File: config.mk
export PLATFORM = sky130hd
export DESIGN_NAME = ws_warp_issue_seq
export DESIGN_NICKNAME = d
export VERILOG_FILES = /design/src/rtl/ws_pkg.sv /design/src/rtl/ws_issue_ctrl.sv /design/src/rtl/ws_mask_hold.sv /design/src/rtl/ws_lane_pick.sv /design/src/rtl/ws_warp_issue_seq.sv
export SDC_FILE = /design/constraint.sdc
export NUM_CORES = 1
export LEC_CHECK = 0
export BUFFER_PORTS_ARGS = -buffer_cell sky130_fd_sc_hd__buf_4
export CAP_MARGIN = 20
export CORE_ASPECT_RATIO = 0.5
export CORE_MARGIN = 1
export CORE_UTILIZATION = 45
export DETAILED_ROUTE_END_ITERATION = 16
export GPL_ROUTABILITY_DRIVEN = 1
export HOLD_SLACK_MARGIN = 0.1
export PLACE_DENSITY = 0.8
export SLEW_MARGIN = 15
export SYNTH_ARGS = -nofsm -noshare
export SYNTH_HDL_FRONTEND = slang
export SYNTH_HIERARCHICAL = 1
export SYNTH_SLANG_ARGS = --single-unit
export TNS_END_PERCENT = 10
File: constraint.sdc
create_clock -name clk -period 1.2 [get_ports clk]
set_input_delay 0.12 -clock clk [delete_from_list [all_inputs] [get_ports clk]]
set_output_delay 0.12 -clock clk [all_outputs]
set_load 0.02 [all_outputs]
File: src/rtl/ws_pkg.sv
package ws_pkg;

    typedef enum logic [0:0] {
        SEQ_IDLE  = 1'b0,
        SEQ_ISSUE = 1'b1
    } seq_state_e;

    typedef enum logic [0:0] {
        WK_FRAG = 1'b0,
        WK_VTX  = 1'b1
    } work_kind_e;

    // Number of clocks one instruction occupies for a bundle on a unit row.
    function automatic int slices_for(input int bundle, input int units);
        return bundle / units;
    endfunction

    // Counter width able to hold indices 0 .. n-1 (at least one bit).
    function automatic int idx_bits(input int n);
        return (n <= 2) ? 1 : $clog2(n);
    endfunction

endpackage

File: src/rtl/ws_issue_ctrl.sv
module ws_issue_ctrl
    import ws_pkg::*;
#(
    parameter int FRAG_SLICES = 4,
    parameter int VTX_SLICES  = 2,
    parameter int IDX_W       = 2
) (
    input  logic             clk,
    input  logic             rst,
    input  logic             instr_valid,
    input  logic             vtx_mode,
    output logic             instr_ready,
    output logic             accept,
    output logic             issuing,
    output logic [IDX_W-1:0] slice_idx,
    output logic             last_slice
);

    localparam logic [IDX_W-1:0] FRAG_LAST = IDX_W'(FRAG_SLICES - 1);
    localparam logic [IDX_W-1:0] VTX_LAST  = IDX_W'(VTX_SLICES - 1);

    seq_state_e       state_q;
    work_kind_e       kind_q;
    logic [IDX_W-1:0] cnt_q;
    logic [IDX_W-1:0] last_cnt;

    assign instr_ready = (state_q == SEQ_IDLE);
    assign accept      = instr_ready & instr_valid;
    assign issuing     = (state_q == SEQ_ISSUE);
    assign last_cnt    = (kind_q == WK_VTX) ? VTX_LAST : FRAG_LAST;
    assign last_slice  = issuing & (cnt_q == last_cnt);
    assign slice_idx   = cnt_q;

    always_ff @(posedge clk) begin
        if (rst) begin
            state_q <= SEQ_IDLE;
            kind_q  <= WK_FRAG;
            cnt_q   <= '0;
        end else begin
            case (state_q)
                SEQ_IDLE: begin
                    if (accept) begin
                        state_q <= SEQ_ISSUE;
                        kind_q  <= vtx_mode ? WK_VTX : WK_FRAG;
                        cnt_q   <= '0;
                    end
                end
                SEQ_ISSUE: begin
                    if (last_slice) begin
                        state_q <= SEQ_IDLE;
                        cnt_q   <= '0;
                    end else begin
                        cnt_q <= cnt_q + 1'b1;
                    end
                end
                default: begin
                    state_q <= SEQ_IDLE;
                    cnt_q   <= '0;
                end
            endcase
        end
    end

endmodule

File: src/rtl/ws_mask_hold.sv
module ws_mask_hold #(
    parameter int W = 32
) (
    input  logic         clk,
    input  logic         rst,
    input  logic         load,
    input  logic [W-1:0] mask_in,
    output logic [W-1:0] mask_q
);

    always_ff @(posedge clk) begin
        if (rst) begin
            mask_q <= '0;
        end else if (load) begin
            mask_q <= mask_in;
        end
    end

endmodule

File: src/rtl/ws_lane_pick.sv
module ws_lane_pick #(
    parameter int UNITS  = 8,
    parameter int SLICES = 4,
    parameter int IDX_W  = 2
) (
    input  logic [UNITS*SLICES-1:0] mask_q,
    input  logic [IDX_W-1:0]        slice_idx,
    input  logic                    enable,
    output logic [UNITS-1:0]        lane_en
);

    logic [UNITS-1:0] slice_bits [SLICES];
    logic [UNITS-1:0] chosen;

    for (genvar s = 0; s < SLICES; s++) begin : g_slice
        assign slice_bits[s] = mask_q[s*UNITS +: UNITS];
    end

    always_comb begin
        chosen = '0;
        for (int s = 0; s < SLICES; s++) begin
            if (slice_idx == IDX_W'(s)) begin
                chosen = slice_bits[s];
            end
        end
    end

    for (genvar u = 0; u < UNITS; u++) begin : g_lane
        assign lane_en[u] = enable & chosen[u];
    end

endmodule

File: src/rtl/ws_warp_issue_seq.sv
module ws_warp_issue_seq
    import ws_pkg::*;
#(
    parameter int UNITS       = 8,
    parameter int FRAG_BUNDLE = 32,
    parameter int VTX_BUNDLE  = 16,
    parameter int IDX_W       = idx_bits(slices_for(FRAG_BUNDLE, UNITS))
) (
    input  logic                   clk,
    input  logic                   rst,
    input  logic                   instr_valid,
    input  logic                   vtx_mode,
    input  logic [FRAG_BUNDLE-1:0] active_mask,
    output logic                   instr_ready,
    output logic                   slice_vld,
    output logic [IDX_W-1:0]       slice_idx,
    output logic [UNITS-1:0]       lane_en,
    output logic                   done
);

    localparam int FRAG_SLICES = slices_for(FRAG_BUNDLE, UNITS);
    localparam int VTX_SLICES  = slices_for(VTX_BUNDLE, UNITS);

    logic                   accept;
    logic                   issuing;
    logic                   last_slice;
    logic [FRAG_BUNDLE-1:0] mask_q;

    ws_issue_ctrl #(
        .FRAG_SLICES (FRAG_SLICES),
        .VTX_SLICES  (VTX_SLICES),
        .IDX_W       (IDX_W)
    ) u_ctrl (
        .clk         (clk),
        .rst         (rst),
        .instr_valid (instr_valid),
        .vtx_mode    (vtx_mode),
        .instr_ready (instr_ready),
        .accept      (accept),
        .issuing     (issuing),
        .slice_idx   (slice_idx),
        .last_slice  (last_slice)
    );

    ws_mask_hold #(
        .W (FRAG_BUNDLE)
    ) u_mask (
        .clk     (clk),
        .rst     (rst),
        .load    (accept),
        .mask_in (active_mask),
        .mask_q  (mask_q)
    );

    ws_lane_pick #(
        .UNITS  (UNITS),
        .SLICES (FRAG_SLICES),
        .IDX_W  (IDX_W)
    ) u_pick (
        .mask_q    (mask_q),
        .slice_idx (slice_idx),
        .enable    (issuing),
        .lane_en   (lane_en)
    );

    assign slice_vld = issuing;
    assign done      = last_slice;

endmodule

==> impl_results.md <==
* CTS max path bufs at 2
* Status: finished with violations
* Power per cell area at 1084 nW/um^2
* Top cell type's share of synthesized area at 45.07%
* Clock transition at the registers of the reported paths at 0.07 ns
* Die width at about 86 um
* GRT Total Usage at 21.08%
* Synth cell types at 16
* Worst EP arrival at 1.34 ns
* Final non-filler cell total at 284
* Core box area at 3188 um^2
* Synthesized Nets at 186
* Final core utilization at 82.18%
* DP Wirelength at 2382 um
* Largest area contributor in the netlist: dfxtp_1
* Failing checks: setup timing
* RSZ-0062 raised after global routing: yes
* Critical Path Start Type: flip-flop
* DRT iter0 DRCs at 35
* Static leakage at 1.088 nW
* Layout cells sized above 1 at 37.29%
* Final hold slack at between 0.1 and 0.15 ns
* Clock Root Buffer: clkbuf_8
* Die footprint at roughly 3800 um^2
* Num CTS Buffers at 5
* Worst Slack Setup Final at -0.2582 ns
* Syn_area_per_cell at 10.66 um^2
* Die Span Y at 44.15 um
* Clk Latency, worst-skew pair at 0.29 ns
* Sequential fraction of the synthesis area at a little under half
* Leading cell type by number of instances after synthesis: mux2i_1
* Top cells by count, synth: 51 x mux2i_1, 37 x nor2_1, 36 x dfxtp_1
* # diodes at 0
* Fin crit period at 1.458 ns
* IO Port Bufs at 48
* Htree depth at 2
* Netlist Area Pre-Place at around 1600 um^2
* Fill count at between 150 and 200
* Final Hold Viols at 0
* Ys flop type: dfxtp_1
* First-pass GRT wire length at 5920 um
* IO Count at 49
* Drt first pass iters at 4
* Nets at about 270
* Fin crit share at 121.5%
* Area Overhead vs Synth at 63.85%
* TritonCTS clock tree: done
* Final WL at 4111 um
* Setup Skew at between 0.003 and 0.004 ns
* DRC violations left at 0
* EDFF count, synth at 0
* Critical path class: flip-flop to output port
* Starting Density at between 50% and 60%
* Actual slew at the worst max-slew pin at 0.3616 ns
* Asr flop ratio synth at 0%
* Yosys reg bits at 36
* Largest net degree at the start of global routing at 37
* Initial antenna violation count at 0
* Post-CTS Setup Bufs at 0
* Sink Count at 36
* Vias in the first global route at 1379
* Crit. Startpoint: u_ctrl/slice_idx[0]
* Min-delay src: active_mask[24]
* Wire per inst at 14.48 um
* Row cnt at 14
* Via density at 4.961
* Worst r2r src: u_ctrl/issuing
* GP Congestion at 0.7241
* CP Data Required Time at around 1.1 ns
* Remaining antenna violation count at 0
* Setup violators final at 9
* Total congestion overflow at 0
* Slew margin rel. at between 70% and 80%
* Final slew viol count at 0
* FMAX at slightly below 700 MHz
* Total of max-cap violations at 0
* Hold WC Path Type: input port to flip-flop
* DP Cell Count at approximately 240
* Endpoint class of the critical path: output port
* Worst IR Drop VDD at roughly 0.00075 V
* Via count at 1409
* Gate Count Post-Synth at 150
* YS warnings at 6
* Synth top area cells: dfxtp_1 45%, mux2i_1 32%, nor2_1 8.7%
* CP max FO at 6
layer usage:
metal,vias up,wire length [um],global-route usage (%)
met5,-,0,0
met4,0,110,10.33
met3,10,157,5.224
met2,34,2110,39.21
met1,675,1733,23.32
li1,690,-,-
logic make-up after synthesis:
| family | after synthesis | synth area share [%] |
|---|---|---|
| AO/OA/AOI/OAI | 9 | 3.678 |
| XOR/XNOR | 1 | 0.5478 |
| buffers and inverters | 11 | 7.590 |
| flip-flops | 36 | 45.07 |
| multiplexers | 51 | 31.92 |
| AND/OR/NAND/NOR | 42 | 11.19 |
worst paths after layout:
path                            slack, ns           endpoint  cells after the start
worst max-delay path                -0.26         lane_en[3]                      4
worst min-delay path                 0.10  u_mask/mask_q[24]                      3
worst max register to register       0.01  u_mask/mask_q[12]                      4
worst min register to register       0.50  u_mask/mask_q[16]                      2
through the flow:
stage                     setup TNS, ns  cell area, um^2  setup slack [ns]  total power [W]
after global placement                0             2049           0.07544         0.001797
after detailed placement              0             2049           0.04216         0.001810
final                            -2.045             2620           -0.2582         0.002841
after CTS                        -2.019             2487           -0.2589         0.002779
after global routing             -2.453             2620           -0.2874         0.002941
after floorplan                       0             1653         0.0004460         0.001649
layout by cell type, fill, tap and decap left out, types with 2 or more instances in the layout:
cell type      instances
buf_4                 42
mux2i_1               41
nor2_1                37
dlygate4sd3_1         32
dfxtp_1               32
buf_6                  9
o22ai_2                8
clkbuf_8               6
mux2i_4                5
mux2i_2                5
buf_12                 3
dfxtp_4                3
clkbuf_1               2
where the power goes:
group / switching [W] / leakage (nW) / total [W] / internal [W]
combinational: 0.000255 / 0.744 / 0.000625 / 0.000370
clock: 0.000420 / 0.0455 / 0.000889 / 0.000468
sequential: 0.0000605 / 0.298 / 0.00133 / 0.00127
total: 0.000736 / 1.09 / 0.00284 / 0.00211
flip-flops by register name, summed over array words and instances (netlist names):
register          flops
u_ctrl/issuing        1
u_ctrl/kind_q         1
u_ctrl/slice_idx      2
u_mask/mask_q        32
area by class of cell:
class,count,area (um^2),area share [%]
repair buffers,88,837.1,31.95
well taps,48,60.06,2.292
clock buffers,8,90.09,3.438
multi-input cells,103,895.9,34.19
inverters,1,3.754,0.1433
flip-flops and latches,36,733.2,27.98
what timing repair did:
action | 4_1_cts | 5_1_grt
endpoints found under the hold margin | 32 | 0
pin swaps | 0 | 3
setup endpoints to repair | 9 | 13
hold buffers | 32 | 0
cloned | 0 | 1
resized for setup | 8 | 24
critical path, stage by stage, from the launching register on:
cell and delay [ns]:
dfxtp_4 0.39, buf_12 0.15, mux2i_4 0.24, o22ai_2 0.10, buf_6 0.16
(Power assumes the default switching activity.)
